### src/rtl/premac_pkg.sv
package premac_pkg;

    localparam int OPND_W  = 18;
    localparam int PROD_W  = 2 * OPND_W;
    localparam int ACC_W   = 48;
    localparam int DHI_W   = ACC_W - 2 * OPND_W;

    localparam int OPM_PRE_EN   = 4;
    localparam int OPM_PRE_SUB  = 6;
    localparam int OPM_POST_SUB = 7;

    typedef enum logic [1:0] {
        X_ZERO = 2'd0,
        X_PROD = 2'd1,
        X_PFB  = 2'd2,
        X_DAB  = 2'd3
    } xsel_e;

    typedef enum logic [1:0] {
        Z_ZERO = 2'd0,
        Z_C    = 2'd1,
        Z_PFB  = 2'd2,
        Z_PCIN = 2'd3
    } zsel_e;

    typedef struct packed {
        logic [OPND_W-1:0] a;
        logic [OPND_W-1:0] b;
        logic [OPND_W-1:0] d;
        logic [ACC_W-1:0]  c;
        xsel_e             xsel;
        zsel_e             zsel;
        logic              pre_en;
        logic              pre_sub;
        logic              post_sub;
        logic              cin;
    } in_bundle_t;

    typedef struct packed {
        logic [PROD_W-1:0] prod;
        logic [ACC_W-1:0]  dab;
        logic [ACC_W-1:0]  c;
        xsel_e             xsel;
        zsel_e             zsel;
        logic              post_sub;
        logic              cin;
    } mid_bundle_t;

endpackage

### src/rtl/premac_stage.sv
module premac_stage #(
    parameter int W  = 8,
    parameter int EN = 1
) (
    input  logic         clk,
    input  logic         rst,
    input  logic [W-1:0] din,
    output logic [W-1:0] dout
);

    generate
        if (EN != 0) begin : g_reg
            logic [W-1:0] q;
            always_ff @(posedge clk) begin
                if (rst) q <= '0;
                else     q <= din;
            end
            assign dout = q;
        end else begin : g_wire
            assign dout = din;
        end
    endgenerate

endmodule

### src/rtl/premac_front.sv
module premac_front import premac_pkg::*; (
    input  logic [OPND_W-1:0] a,
    input  logic [OPND_W-1:0] b,
    input  logic [OPND_W-1:0] d,
    input  logic              pre_en,
    input  logic              pre_sub,
    output logic [PROD_W-1:0] prod
);

    logic [OPND_W-1:0]        pre_v;
    logic signed [PROD_W-1:0] mul_s;

    always_comb begin
        if (!pre_en)      pre_v = b;
        else if (pre_sub) pre_v = d - b;
        else              pre_v = d + b;
    end

    assign mul_s = $signed(a) * $signed(pre_v);
    assign prod  = mul_s;


    always_comb begin
        if (!pre_en) pre_pass_chk: assert (mul_s == $signed(a) * $signed(b));
    end

endmodule

### src/rtl/premac_post.sv
module premac_post import premac_pkg::*; (
    input  logic              clk,
    input  logic              rst,
    input  xsel_e             xsel,
    input  zsel_e             zsel,
    input  logic              post_sub,
    input  logic              cin,
    input  logic [PROD_W-1:0] prod,
    input  logic [ACC_W-1:0]  dab,
    input  logic [ACC_W-1:0]  c,
    input  logic [ACC_W-1:0]  pcin,
    output logic [ACC_W-1:0]  p,
    output logic              co
);

    logic [ACC_W-1:0] x_v;
    logic [ACC_W-1:0] z_v;
    logic [ACC_W:0]   sum_v;

    always_comb begin
        unique case (xsel)
            X_ZERO:  x_v = '0;
            X_PROD:  x_v = {{(ACC_W-PROD_W){prod[PROD_W-1]}}, prod};
            X_PFB:   x_v = p;
            X_DAB:   x_v = dab;
            default: x_v = '0;
        endcase
    end

    always_comb begin
        unique case (zsel)
            Z_ZERO:  z_v = '0;
            Z_C:     z_v = c;
            Z_PFB:   z_v = p;
            Z_PCIN:  z_v = pcin;
            default: z_v = '0;
        endcase
    end

    always_comb begin
        if (post_sub) sum_v = {1'b0, z_v} - {1'b0, x_v} - (ACC_W+1)'(cin);
        else          sum_v = {1'b0, z_v} + {1'b0, x_v} + (ACC_W+1)'(cin);
    end

    always_ff @(posedge clk) begin
        if (rst) begin
            p  <= '0;
            co <= 1'b0;
        end else begin
            {co, p} <= sum_v;
        end
    end


    reset_clear_chk: assert property (@(posedge clk)
        rst |=> (p == '0 && co == 1'b0));


    x_prod_pass_chk: assert property (@(posedge clk) disable iff (rst)
        (xsel == X_PROD && zsel == Z_ZERO && !post_sub && !cin)
        |=> p == {{(ACC_W-PROD_W){$past(prod[PROD_W-1])}}, $past(prod)});


    z_c_pass_chk: assert property (@(posedge clk) disable iff (rst)
        (xsel == X_ZERO && zsel == Z_C && !post_sub && !cin) |=> p == $past(c));


    p_hold_chk: assert property (@(posedge clk) disable iff (rst)
        (xsel == X_ZERO && zsel == Z_PFB && !post_sub && !cin) |=> $stable(p));


    borrow_chk: assert property (@(posedge clk) disable iff (rst)
        (xsel == X_ZERO && zsel == Z_ZERO && post_sub && cin)
        |=> (p == '1 && co == 1'b1));

endmodule

### src/rtl/premac_slice.sv
module premac_slice import premac_pkg::*; #(
    parameter int IN_REG         = 1,
    parameter int M_REG          = 1,
    parameter int B_FROM_CASCADE = 0
) (
    input  logic              clk,
    input  logic              rst,
    input  logic [OPND_W-1:0] a,
    input  logic [OPND_W-1:0] b,
    input  logic [OPND_W-1:0] d,
    input  logic [ACC_W-1:0]  c,
    input  logic [7:0]        opmode,
    input  logic              carry_in,
    input  logic [OPND_W-1:0] bcin,
    input  logic [ACC_W-1:0]  pcin,
    output logic [ACC_W-1:0]  p,
    output logic              carry_out,
    output logic [PROD_W-1:0] m_out,
    output logic [OPND_W-1:0] bcout,
    output logic [ACC_W-1:0]  pcout
);

    in_bundle_t        s0, s1;
    mid_bundle_t       m0, m1;
    logic [OPND_W-1:0] b_src;
    logic [PROD_W-1:0] prod;
    logic              unused_op5;

    assign unused_op5 = opmode[5];

    always_comb b_src = (B_FROM_CASCADE != 0) ? bcin : b;

    always_comb begin
        s0.a        = a;
        s0.b        = b_src;
        s0.d        = d;
        s0.c        = c;
        s0.xsel     = xsel_e'(opmode[1:0]);
        s0.zsel     = zsel_e'(opmode[3:2]);
        s0.pre_en   = opmode[OPM_PRE_EN];
        s0.pre_sub  = opmode[OPM_PRE_SUB];
        s0.post_sub = opmode[OPM_POST_SUB];
        s0.cin      = carry_in;
    end

    premac_stage #(.W($bits(in_bundle_t)), .EN(IN_REG)) u_in_stage (
        .clk (clk),
        .rst (rst),
        .din (s0),
        .dout(s1)
    );

    premac_front u_front (
        .a      (s1.a),
        .b      (s1.b),
        .d      (s1.d),
        .pre_en (s1.pre_en),
        .pre_sub(s1.pre_sub),
        .prod   (prod)
    );

    always_comb begin
        m0.prod     = prod;
        m0.dab      = {s1.d[DHI_W-1:0], s1.a, s1.b};
        m0.c        = s1.c;
        m0.xsel     = s1.xsel;
        m0.zsel     = s1.zsel;
        m0.post_sub = s1.post_sub;
        m0.cin      = s1.cin;
    end

    premac_stage #(.W($bits(mid_bundle_t)), .EN(M_REG)) u_mid_stage (
        .clk (clk),
        .rst (rst),
        .din (m0),
        .dout(m1)
    );

    premac_post u_post (
        .clk     (clk),
        .rst     (rst),
        .xsel    (m1.xsel),
        .zsel    (m1.zsel),
        .post_sub(m1.post_sub),
        .cin     (m1.cin),
        .prod    (m1.prod),
        .dab     (m1.dab),
        .c       (m1.c),
        .pcin    (pcin),
        .p       (p),
        .co      (carry_out)
    );

    assign m_out = m1.prod;
    assign bcout = s1.b;
    assign pcout = p;

endmodule

### config.mk
export PLATFORM = sky130hd
export DESIGN_NAME = premac_slice
export DESIGN_NICKNAME = d
export VERILOG_FILES = /design/src/rtl/premac_pkg.sv /design/src/rtl/premac_stage.sv /design/src/rtl/premac_front.sv /design/src/rtl/premac_post.sv /design/src/rtl/premac_slice.sv
export SDC_FILE = /design/constraint.sdc
export NUM_CORES = 2
export LEC_CHECK = 0
export ABC_CLOCK_PERIOD_IN_PS = 25600
export BUFFER_PORTS_ARGS = -buffer_cell sky130_fd_sc_hd__clkbuf_2
export CORE_UTILIZATION = 50
export CTS_BUF_LIST = sky130_fd_sc_hd__clkbuf_8
export CTS_CLUSTER_SIZE = 40
export DETAILED_ROUTE_END_ITERATION = 6
export PLACE_DENSITY = 0.7
export SETUP_SLACK_MARGIN = 0.1
export SLEW_MARGIN = 20
export SYNTH_ARGS = -nofsm -noshare
export SYNTH_HDL_FRONTEND = slang
export SYNTH_SLANG_ARGS = --single-unit
### constraint.sdc
create_clock -name clk -period 25.6 [get_ports clk]
set_clock_uncertainty 0.05 [all_clocks]
set_input_delay 3.84 -clock clk [delete_from_list [all_inputs] [get_ports clk]]
set_output_delay 3.84 -clock clk [all_outputs]
set_load 0.02 [all_outputs]
Word-level counts from Yosys, hierarchy flattened
Cells that the tools add are included.
{"block": "op_classes", "n_mux": 5, "mul": 1, "reduce_logical": 2, "eq_ne": 6, "add_sub_neg": 6}
{"operator": "case mux 48 bit (4 select lines)", "count": 2}
{"operator": "adder 48 x 48 -> 49 bit", "count": 1}
{"operator": "adder 49 x 1 -> 49 bit", "count": 1}
{"operator": "two-way mux 49 bit", "count": 1}
{"operator": "subtractor 48 x 48 -> 49 bit", "count": 1}
{"operator": "subtractor 49 x 1 -> 49 bit", "count": 1}
{"operator": "multiplier 18 x 18 -> 36 bit", "count": 1}
{"operator": "two-way mux 18 bit", "count": 2}
{"operator": "adder 18 bit", "count": 1}
{"operator": "subtractor 18 bit", "count": 1}
{"operator": "equality test 2 bit (second input constant)", "count": 4}
{"operator": "equality test 2 x 1 -> 1 bit (second input constant)", "count": 2}
{"operator": "logical NOT 2 bit", "count": 2}
{"block": "totals", "ff_bits": 297, "input_bits": 179, "out_inout_bits": 151, "wordCells": 24}

Logic depth before layout (Yosys ltp)
{"block": "logic_depth", "ltp_word": 5, "ltp_mapped": 40, "mapped_depth_nobuf": 38}

Hierarchy
A second synthesis with hierarchy kept.
{"block": "hier_totals", "cells_unflattened": 3480, "area_unflattened_um2": 30659.4}
{"module": "premac_front", "area_per_inst_um2": 13549.2, "instances": 1, "seq_area_each_um2": 0.0, "cells_each": 1557}
{"module": "premac_post", "area_per_inst_um2": 10024.6, "instances": 1, "seq_area_each_um2": 980.9, "cells_each": 1352}
{"module": "premac_stage (u_mid_stage)", "area_per_inst_um2": 3706.1, "instances": 1, "seq_area_each_um2": 2762.6, "cells_each": 291}
{"module": "premac_stage (u_in_stage)", "area_per_inst_um2": 3019.1, "instances": 1, "seq_area_each_um2": 2202.1, "cells_each": 232}
{"module": "premac_slice", "area_per_inst_um2": 360.3, "instances": 1, "seq_area_each_um2": 0.0, "cells_each": 48}

Worst setup path before layout
Ideal clock, no wire load.
{"block": "synth_timing", "path_type": "register to register", "from": "register u_in_stage.g_reg.q[76] (netlist: u_in_stage.dout[76])", "to": "register u_mid_stage.g_reg.q[134] (netlist: u_mid_stage.dout[134])", "setup_ns": 0.128, "path_buffers": 2, "slack_ns": 16.623, "period_less_slack_ns": 8.977, "path_stages_with_launch": 37, "t_arrival_ns": 8.800, "required_time_ns": 25.422, "path_cell_list": "dfxtp_1 or4_1 or3_4 nor4_1 nor2_1 xnor2_1 ha_1 nand3_1 o21a_1 a21oi_1 a211oi_1 o41ai_1 xor2_1 mux2i_1 clkbuf_1 nand2b_1 fa_1 fa_1 inv_1 fa_1 fa_1 fa_1 inv_1 fa_1 inv_1 ha_1 clkbuf_1 a21oi_1 o21ai_0 a21oi_1 o221ai_1 a311oi_1 o21ai_0 nor2_1 o21ai_0 xnor2_1 nor2_1"}
{"block": "synth_between", "elab_chain_len": 4, "word_cells_on_any_way": 5, "classes_between": "add/sub (2); mul (1); mux (2)"}
{"element": "start: declaration", "line": "premac_stage.sv:13", "source": "logic [W-1:0] q;"}
{"element": "start signal: assignment", "line": "premac_stage.sv:16", "source": "else q <= din;"}
{"element": "adder 18 bit / subtractor 18 bit (equally long branches)", "line": "premac_front.sv:16, premac_front.sv:15"}
{"element": "two-way mux 18 bit", "line": "premac_front.sv:15", "source": "else if (pre_sub) pre_v = d - b;"}
{"element": "two-way mux 18 bit *", "line": "premac_front.sv:14", "source": "if (!pre_en) pre_v = b;"}
{"element": "multiplier 18 x 18 -> 36 bit *", "line": "premac_front.sv:19", "source": "assign mul_s = $signed(a) * $signed(pre_v);"}
{"element": "end signal: assignment", "line": "premac_stage.sv:16"}
{"element": "end: declaration", "line": "premac_stage.sv:13"}
Every way passes the cells marked *; elsewhere a longest branch is shown, timed or not.
A chain may end at the register's enable or synchronous reset.

Worst setup path in the final report
Ends and elaborated chain as after synthesis.

==> results.json <==
{
  "status": "finished, final reports clean",
  "clock-sinks": 297,
  "grt_pass1_wl_mm": 132.4,
  "ant_nets": 0,
  "maxCapViolations": 0,
  "cpMostUsedCell": "fa_1",
  "fin_nets": 4356,
  "powerDensity_mw_per_mm2": 88.09,
  "final_cell_area_sq_mm": 0.03305,
  "std_cell_rows": 90,
  "crit_fanout": 19,
  "rsz0062_at_grt": "false",
  "mostFrequentLayoutCell": "inv_1",
  "ir_worst_vdd_mv": 0.06638,
  "place.gp.congestion": 0.9762,
  "regArea_sq_mm": 0.005952,
  "die_height_um": 248.8,
  "drc": 0,
  "fp.dieW_um": 248.8,
  "multiInputGateArea_sq_mm": 0.02127,
  "dp_hpwl_mm": 66.71,
  "antenna_found_initial": 4,
  "max_stage_delay_ns": 0.78,
  "start_util_pct": 50.54,
  "synthArstFlopShare_pct": 0,
  "setup_tns_ns": 0,
  "io_buffers": 310,
  "ys_types": 78,
  "crit_type": "reg2reg",
  "synth_flop_cell": "dfxtp_1",
  "post_cts_buffers": 0,
  "required_ns": 26.06,
  "htree_num_levels": 2,
  "globalRoute.totalOverflow": 0,
  "cts_hold_buf": 0,
  "wl_per_cell_um": 19.43,
  "cts_buffer_depth": 3,
  "cts_tree": "yes",
  "critical_path_arrival_ns": 10.58,
  "timing.fmax_mhz": 98.79,
  "final_cell_mix": "519 x inv_1, 335 x fa_1, 309 x clkbuf_2",
  "synth_warnings": 0,
  "synth_edf_count": 0,
  "totalWireLength_mm": 85.82,
  "start_kind": "flip-flop",
  "worst_slew_margin_rel_pct": 28.00,
  "area_delta_synth_final_pct": 8.552,
  "place_area_sq_mm": 0.03187,
  "synth.ff_latch_count": 297,
  "finalHoldViolations": 0,
  "cpMaxStageDelayCell": "xnor2_4",
  "drt-pass1-iter-count": 5,
  "clk_pin_slew_worst_paths_ns": 0.06,
  "maxSlewViolCount": 0,
  "min_period_ns": 10.12,
  "via_per_inst": 5.427,
  "grt_max_degree": 129,
  "via_count": 23970,
  "tightest_slew_ns": 1.078,
  "fillers": 5558,
  "grt_pass1_vias": 23210,
  "core_sq_mm": 0.06025,
  "avgSynthCellArea_sq_um": 8.797,
  "grt_usage_pct": 27.44,
  "cts_buffers": 51,
  "min_period_over_period_pct": 39.54,
  "layout-drive-gt1-share_pct": 15.40,
  "cts_resized": 0,
  "insertion_delay_ns": 0.69,
  "leakage_nw": 16.13,
  "synthCells": 3461,
  "dieArea_sq_mm": 0.06188,
  "min_path_type": "reg2reg",
  "synthesis.nets": 4224,
  "cts_root_buffer": "clkbuf_8",
  "io-pin-count": 330,
  "yosysSeqAreaShare_pct": 19.53,
  "drtIter0Drc": 1839,
  "synth_area_sq_mm": 0.03045,
  "end_kind": "flip-flop",
  "finalSetupViolCount": 0
}
synthesized netlist by cell type (all sizes together) (73+ instances only):
master / instances / area (sq um)
ha: 249 / 3115
mux2: 107 / 1205
o21ai: 73 / 365.4
buf: 135 / 897.1
fa: 335 / 6706
clkbuf: 123 / 461.7
a22o: 78 / 683.2
nand2: 301 / 1130
dfxtp: 297 / 5946
a21oi: 159 / 795.8
nor2: 162 / 630.6
and2: 105 / 656.9
nor2b: 262 / 1639
inv: 507 / 1903
xnor2: 87 / 780.8
registers in the layout (all words and copies together), names as in the netlist:
name              count
u_post.co             1
u_post.p             48
u_mid_stage.dout    138
u_in_stage.dout     110
final cells by class:
| class | instances | share of cell area, % |
|---|---|---|
| diodes | 4 | 0.03029 |
| clock buffers | 62 | 2.582 |
| clock inverters | 29 | 0.8896 |
| inverters | 508 | 5.769 |
| multi-input cells | 2398 | 64.36 |
| flip-flops and latches | 297 | 18.01 |
| well taps | 782 | 2.960 |
| repair buffers | 337 | 5.398 |
through the flow:
| step | hold WS, ns | util, % | total power, mW | worst slack [ns] | instances |
|---|---|---|---|---|---|
| 2_1_floorplan | 0.3638 | - | 1.981 | 16.62 | 3461 |
| 3_5_place_dp | 0.3704 | 52.89 | 2.405 | 15.61 | 4321 |
| 6_report | 0.3817 | 54.86 | 2.912 | 15.48 | 4417 |
| 3_3_place_gp | 0.3671 | 52.89 | 2.371 | 15.63 | 4321 |
| 4_1_cts | 0.3747 | 54.80 | 2.911 | 15.55 | 4412 |
| 5_1_grt | 0.3963 | 54.86 | 3.164 | 15.05 | 4416 |
power by group:
part / total, mW / internal [mW] / switching, mW
Combinational: 1.84 / 0.764 / 1.07
Clock: 0.495 / 0.273 / 0.222
Sequential: 0.578 / 0.517 / 0.0610
final timing paths:
kind	endpoint	from	slack (ns)	cells past startpoint
setup / recovery	u_mid_stage.dout[134]	u_in_stage.dout[76]	15.48	32
hold / removal	u_mid_stage.dout[40]	u_in_stage.dout[42]	0.38	1
setup reg to reg	u_mid_stage.dout[134]	u_in_stage.dout[76]	15.48	32
hold reg to reg	u_mid_stage.dout[40]	u_in_stage.dout[42]	0.38	1
cell families (layout without fill, tap and decap cells):
| kind of cell | count (synthesis) | in the layout | share of synthesized area [%] |
|---|---|---|---|
| simple gates | 1009 | 1009 | 16.98 |
| buf+inv | 766 | 936 | 10.73 |
| fa+ha+maj | 584 | 584 | 32.26 |
| compound gates | 549 | 549 | 12.16 |
| flops | 297 | 297 | 19.53 |
| xor+xnor | 139 | 139 | 4.060 |
| mux | 117 | 117 | 4.286 |
| other cells | 0 | 4 | 0 |
routing by layer:
layer	share of wire [%]	vias up	global-route usage, %
li1	-	11320	-
met1	44	11670	37.75
met2	46	833	44.43
met3	6.5	147	3.501
met4	3.3	0	9.565
met5	0	-	0
worst max-delay path, delay by kind of cell (launching register included):
kind | cells | cell delay [ns]
xor gates and xnor gates | 3 | 1.08
muxes | 1 | 0.18
and+or+nand+nor | 9 | 1.94
buffers and inverters | 2 | 0.10
DFF | 1 | 0.42
AOI/OAI and AO/OA | 9 | 2.42
adders and majority gates | 8 | 3.77
(Power assumes the default switching activity.)
